<file path="src/rtl/fsg_pkg.sv">
package fsg_pkg;
  localparam int unsigned DIV_W    = 8;
  localparam int unsigned PER_W    = 12;
  localparam int unsigned WID_W    = 8;
  localparam int unsigned SYNC_LEN = 2;

  typedef enum logic {
    SRC_INTERNAL = 1'b0,
    SRC_EXTERNAL = 1'b1
  } clk_src_e;

  typedef enum logic {
    SYNC_ON_TX   = 1'b0,
    SYNC_PERIOD  = 1'b1
  } sync_kind_e;
endpackage

</file>
<file path="src/rtl/fsg_clkdiv.sv">
module fsg_clkdiv #(
  parameter int unsigned DW    = 8,
  parameter int unsigned NSYNC = 2
) (
  input  logic          clk,
  input  logic          rst_n,
  input  logic          run,
  input  logic          use_ext,
  input  logic          ext_clk,
  input  logic [DW-1:0] div,
  output logic          bit_lvl,
  output logic          bit_rise
);
  localparam int unsigned LAST = NSYNC - 1;

  logic [DW-1:0]    cnt;
  logic [NSYNC-1:0] sync_sh;
  logic             term;

  assign term = (cnt == div);

  // synchronizer stages for the external clock pin
  genvar g;
  generate
    for (g = 0; g < int'(NSYNC); g++) begin : g_sync
      if (g == 0) begin : g_first
        always_ff @(posedge clk or negedge rst_n) begin
          if (!rst_n) sync_sh[g] <= 1'b0;
          else        sync_sh[g] <= ext_clk;
        end
      end else begin : g_next
        always_ff @(posedge clk or negedge rst_n) begin
          if (!rst_n) sync_sh[g] <= 1'b0;
          else        sync_sh[g] <= sync_sh[g-1];
        end
      end
    end
  endgenerate

  always_ff @(posedge clk or negedge rst_n) begin
    if (!rst_n) begin
      cnt      <= '0;
      bit_lvl  <= 1'b0;
      bit_rise <= 1'b0;
    end else if (!run) begin
      cnt      <= '0;
      bit_lvl  <= 1'b0;
      bit_rise <= 1'b0;
    end else if (use_ext) begin
      cnt      <= '0;
      bit_lvl  <= sync_sh[LAST];
      bit_rise <= sync_sh[LAST] & ~bit_lvl;
    end else begin
      bit_rise <= term & ~bit_lvl;
      if (term) begin
        cnt     <= '0;
        bit_lvl <= ~bit_lvl;
      end else begin
        cnt <= cnt + 1'b1;
      end
    end
  end
endmodule

</file>
<file path="src/rtl/fsg_framer.sv">
module fsg_framer #(
  parameter int unsigned PW = 12,
  parameter int unsigned WW = 8
) (
  input  logic          clk,
  input  logic          rst_n,
  input  logic          active,
  input  logic          tick,
  input  logic          periodic,
  input  logic          req,
  input  logic [PW-1:0] per,
  input  logic [WW-1:0] wid,
  output logic          sync_o,
  output logic          start_o
);
  localparam int unsigned PAD = PW - WW;

  logic [PW-1:0] pos;
  logic [PW-1:0] nxt;
  logic [PW-1:0] wid_ext;
  logic          running;
  logic          pend;
  logic          at_end;
  logic          want;

  assign nxt     = pos + 1'b1;
  assign wid_ext = {{PAD{1'b0}}, wid};
  assign at_end  = running && (pos == per);
  assign want    = periodic || pend || req;

  always_ff @(posedge clk or negedge rst_n) begin
    if (!rst_n) begin
      pos     <= '0;
      running <= 1'b0;
      pend    <= 1'b0;
      sync_o  <= 1'b0;
      start_o <= 1'b0;
    end else if (!active) begin
      pos     <= '0;
      running <= 1'b0;
      pend    <= 1'b0;
      sync_o  <= 1'b0;
      start_o <= 1'b0;
    end else begin
      start_o <= 1'b0;
      if (req) pend <= 1'b1;
      if (tick) begin
        if (running && !at_end) begin
          pos    <= nxt;
          sync_o <= (nxt <= wid_ext);
        end else if (want) begin
          pos     <= '0;
          running <= 1'b1;
          sync_o  <= 1'b1;
          start_o <= 1'b1;
          if (!periodic) pend <= 1'b0;
        end else begin
          pos     <= '0;
          running <= 1'b0;
          sync_o  <= 1'b0;
        end
      end
    end
  end
endmodule

</file>
<file path="src/rtl/fsync_gen.sv">
module fsync_gen
  import fsg_pkg::*;
#(
  parameter int unsigned DIVW = DIV_W,
  parameter int unsigned PERW = PER_W,
  parameter int unsigned WIDW = WID_W
) (
  input  logic            clk,
  input  logic            rst_n,
  input  logic            gen_en,
  input  logic            fs_en,
  input  logic            ext_sel,
  input  logic            ext_clk,
  input  logic [DIVW-1:0] clk_div,
  input  logic [PERW-1:0] period,
  input  logic [WIDW-1:0] width,
  input  logic            sync_mode,
  input  logic            tx_load,
  output logic            bclk,
  output logic            bclk_rise,
  output logic            fsync,
  output logic            frame_start
);
  clk_src_e   src;
  sync_kind_e kind;
  logic       sync_active;

  assign src         = clk_src_e'(ext_sel);
  assign kind        = sync_kind_e'(sync_mode);
  assign sync_active = gen_en & fs_en;

  fsg_clkdiv #(.DW(DIVW), .NSYNC(SYNC_LEN)) u_div (
    .clk      (clk),
    .rst_n    (rst_n),
    .run      (gen_en),
    .use_ext  (src == SRC_EXTERNAL),
    .ext_clk  (ext_clk),
    .div      (clk_div),
    .bit_lvl  (bclk),
    .bit_rise (bclk_rise)
  );

  fsg_framer #(.PW(PERW), .WW(WIDW)) u_frm (
    .clk      (clk),
    .rst_n    (rst_n),
    .active   (sync_active),
    .tick     (bclk_rise),
    .periodic (kind == SYNC_PERIOD),
    .req      (tx_load),
    .per      (period),
    .wid      (width),
    .sync_o   (fsync),
    .start_o  (frame_start)
  );
endmodule

</file>
<file path="config.mk">
export PLATFORM = sky130hd
export DESIGN_NAME = fsync_gen
export DESIGN_NICKNAME = d
export VERILOG_FILES = /design/src/rtl/fsg_pkg.sv /design/src/rtl/fsg_clkdiv.sv /design/src/rtl/fsg_framer.sv /design/src/rtl/fsync_gen.sv
export SDC_FILE = /design/constraint.sdc
export NUM_CORES = 1
export LEC_CHECK = 0
export ABC_AREA = 0
export ABC_CLOCK_PERIOD_IN_PS = 2600
export BUFFER_PORTS_ARGS = -buffer_cell sky130_fd_sc_hd__buf_2
export CAP_MARGIN = 20
export CORE_ASPECT_RATIO = 2
export CORE_MARGIN = 5
export CORE_UTILIZATION = 35
export DETAILED_ROUTE_END_ITERATION = 16
export PLACE_DENSITY = 0.62
export RECOVER_POWER = 50
export SLEW_MARGIN = 20
export SYNTH_ARGS = -nofsm -noshare
export SYNTH_HDL_FRONTEND = slang
export SYNTH_HIERARCHICAL = 1
export SYNTH_SLANG_ARGS = --single-unit
</file>
<file path="constraint.sdc">
create_clock -name clk -period 2.6 [get_ports clk]
set_input_delay 0.65 -clock clk [delete_from_list [all_inputs] [get_ports clk]]
set_output_delay 0.65 -clock clk [all_outputs]
set_load 0.05 [all_outputs]
</file>
==> summary.md <==
| Metric | Value |
|---|---|
| Post-synthesis register bit count | 28 |
| Peak supply drop | 317.7 µV |
| Area Overhead vs Synth | 18.09% |
| Failing checks | capacitance limit, slew limit |
| Worst-path clk slew | 100 ps |
| Post-Syn Instances | 188 |
| Grt ovf | 0 |
| Power Dens Cells | 416.5 nW/µm² |
| EDFF count, synth | 0 |
| First-pass GRT wire length | 7258 µm |
| Final setup fails | 0 |
| Critical Path Start Type | flop |
| Postcts setup bufs | 0 |
| Skew-Pair Late Insertion Delay | 280 ps |
| Finished Layout Cells | 286 |
| Clock buffer depth | 2 |
| Slew margin rel. | -4.129% |
| Reg2reg setup slack | 70 ps |
| Final wirelength | 4538 µm |
| Mean Syn Cell Area | 9.710 µm² |
| Synth area leader | dfrtp_1 |
| RSZ-0062 raised after global routing | false |
| Num Clock Sinks | 28 |
| Netlist cell types | 38 |
| Ys async rst share | 100.0% |
| Final #Nets | 275 |
| Overall power | 0.8980 mW |
| Die H | 112.1 µm |
| Fin. Hold Viols | 0 |
| CTS Buf Count | 3 |
| Comb power frac | 11.6% |
| Placement row count | 37 |
| Tcrit/Tclk final | 97.45% |
| Port Buffers | 39 |
| Core Footprint | 5092 µm² |
| Status | finished, violations left |
| Switching power | 0.2039 mW |
| Placed Cells incl. Taps | 282 |
| CP Class | flop to flop |
| Primary FF master, synth | dfrtp_1 |
| Most frequent cell after synthesis | dfrtp_1 |
| Via count | 1522 |
| Antenna Nets Post-Route | 0 |
| Drt pass-1 iters | 4 |
| Residual DRC | 0 |
| Max Cap Viol | 1 |
| Die area | 6848 µm² |
| Worst path buffer plus inverter count | 0 |
| Top cells by count, synth | 28 x dfrtp_1, 26 x xnor2_1, 14 x nor2_1, 13 x nand2_1, 11 x inv_1 |
| Slowest cell on the critical path | dfrtp_1 |
| Ant diodes | 0 |
| Sequential share of power | 49.8% |
| Synthesized area | 1826 µm² |
| Pins Over Slew Limit | 29 |
| CTS tree | yes |
| Worst path cell trace | and3_1, nor2b_2, nand2_1, xnor2_1, ha_1, nand4_1, a21oi_1, nor3_2, o221ai_1, a31oi_1 |
| Internal power | 0.6941 mW |
| Routed vias/inst | 5.322 |
| H-tree levels | 1 |
| Top Family by Delay on Critical Path | simple AND/OR/NAND/NOR gates |
| Hold crit path type | flop to flop |
| Core utilization of the finished layout | 42.33% |
| Clock root buffer | clkbuf_8 |
| Proportion of netlist area held by the largest area contributor | 38.38% |
| DP Wirelength | 3717 µm |
| Gr usage total | 14.14% |
| Ports | 40 |
| Synth top area cells | dfrtp_1 38%, xnor2_1 12%, ha_1 6.9% |
| Min Tclk post-route | 2534 ps |
| Leakage | 0.9753 nW |
| DR WL/cell | 15.87 µm |
| Sequential-to-total area share from yosys stat | 38.38% |
| Crit path largest cell delay | 510 ps |
| Crit path max fanout | 7 |
| Initial Util | 35.85% |
| Max Clk Rate | 394.7 MHz |
| Required @ worst endpoint | 2740 ps |
| Share of cells above drive strength 1 | 25.44% |
| Iter 0 DRT Violations | 69 |
| Chip Width | 61.07 µm |
| Worst Skew | 7.700 ps |
| Fin Hold WS | 358.8 ps |
| CP arrival | 2670 ps |
| Synth warnings | 6 |
| GPL Wtd Cong | 0.9785 |
| Initial antenna violation count | 0 |
| Number of global-route vias before repair | 1599 |
| Worst slew pin tran | 1562 ps |
| Clock power frac | 38.5% |
| Largest net degree at the start of global routing | 29 |
| # hold bufs at CTS | 0 |
| Syn nets | 234 |
| Switching Fraction | 22.70% |
| CP endpoint kind | flop |
## layout make-up
cell class	count	area, µm²
Timing Repair Buffer	42	216.5
Clock inverter	1	30.03
Clock buffer	3	41.29
Multi-Input combinational cell	143	1052
Sequential cell	28	701.9
Inverter	11	41.29
Fill cell	524	2937
Tap cell	58	72.57
## placed cells by master (no fill, tap or decap), types with 3 or more instances in the layout
master,instances
a32o_1,6
o221ai_1,3
nand4_1,7
o21ai_1,5
clkbuf_8,3
nor2_1,14
xnor2_1,26
o31ai_1,3
inv_1,11
ha_1,10
o21ai_0,6
buf_2,38
nand3_1,4
nor3_1,4
and3_1,3
nand2_1,13
buf_4,3
nor2b_1,6
a21oi_1,3
xor2_1,7
dfrtp_1,27
## worst register-to-register path, delay by kind of cell, from the launching register on
family,cells,cell delay (ps)
simple gates,5,850
xor+xnor,1,160
compound gates,3,560
flops,1,510
fa+ha+maj,1,320
## metrics by stage
stage,area [µm²],setup slack [ps],TNS (ps)
finish,2156,66.24,0
global route,2156,12.81,0
CTS,2151,20.34,0
detailed placement,2074,-55.11,-55.11
global placement,2074,12.62,0
floorplan,1826,592.3,0
## final timing paths
check,start,to,depth (start not counted)
setup / recovery,u_frm/pos[3],u_frm/sync_o,10
hold / removal,u_div/sync_sh[0],u_div/sync_sh[1],0
setup reg to reg,u_frm/pos[3],u_frm/sync_o,10
hold reg to reg,u_div/sync_sh[0],u_div/sync_sh[1],0
max in group asynchronous,rst_n,u_frm/pos[0],1
min in group asynchronous,rst_n,u_div/cnt[1],1
## power by group through the flow
stage	Clock [mW]	Combinational, mW	Sequential, mW
floorplan	0	0.0457	0.462
global placement	0	0.105	0.456
detailed placement	0	0.107	0.456
CTS	0.357	0.107	0.448
global route	0.379	0.117	0.449
finish	0.346	0.104	0.448
## metal layers
layer	track usage, %	vias up	part of all wire, %
li1	-	745	-
met1	13.58	719	35
met2	26.80	46	57
met3	2.071	12	4.9
met4	6.946	0	3.2
met5	0	-	0
## flip-flops by register name, summed over array words and instances (netlist names)
name,count
u_frm/pend,1
u_div/cnt,8
u_frm/running,1
u_div/bit_lvl,1
u_div/bit_rise,1
u_frm/pos,12
u_frm/start_o,1
u_div/sync_sh,2
u_frm/sync_o,1
## repair_timing
| item | CTS | global route |
|---|---|---|
| setup endpoints to repair | 1 | 1 |
| cloned | 0 | 0 |
| gates resized for setup | 1 | 2 |
## cells by family after synthesis
family | Yosys count | synth area share, %
compound gates | 34 | 14.19
simple gates | 66 | 20.22
flops | 28 | 38.38
xor+xnor | 33 | 15.83
fa+ha+maj | 10 | 6.854
buf+inv | 17 | 4.523
(Power assumes the default switching activity.)
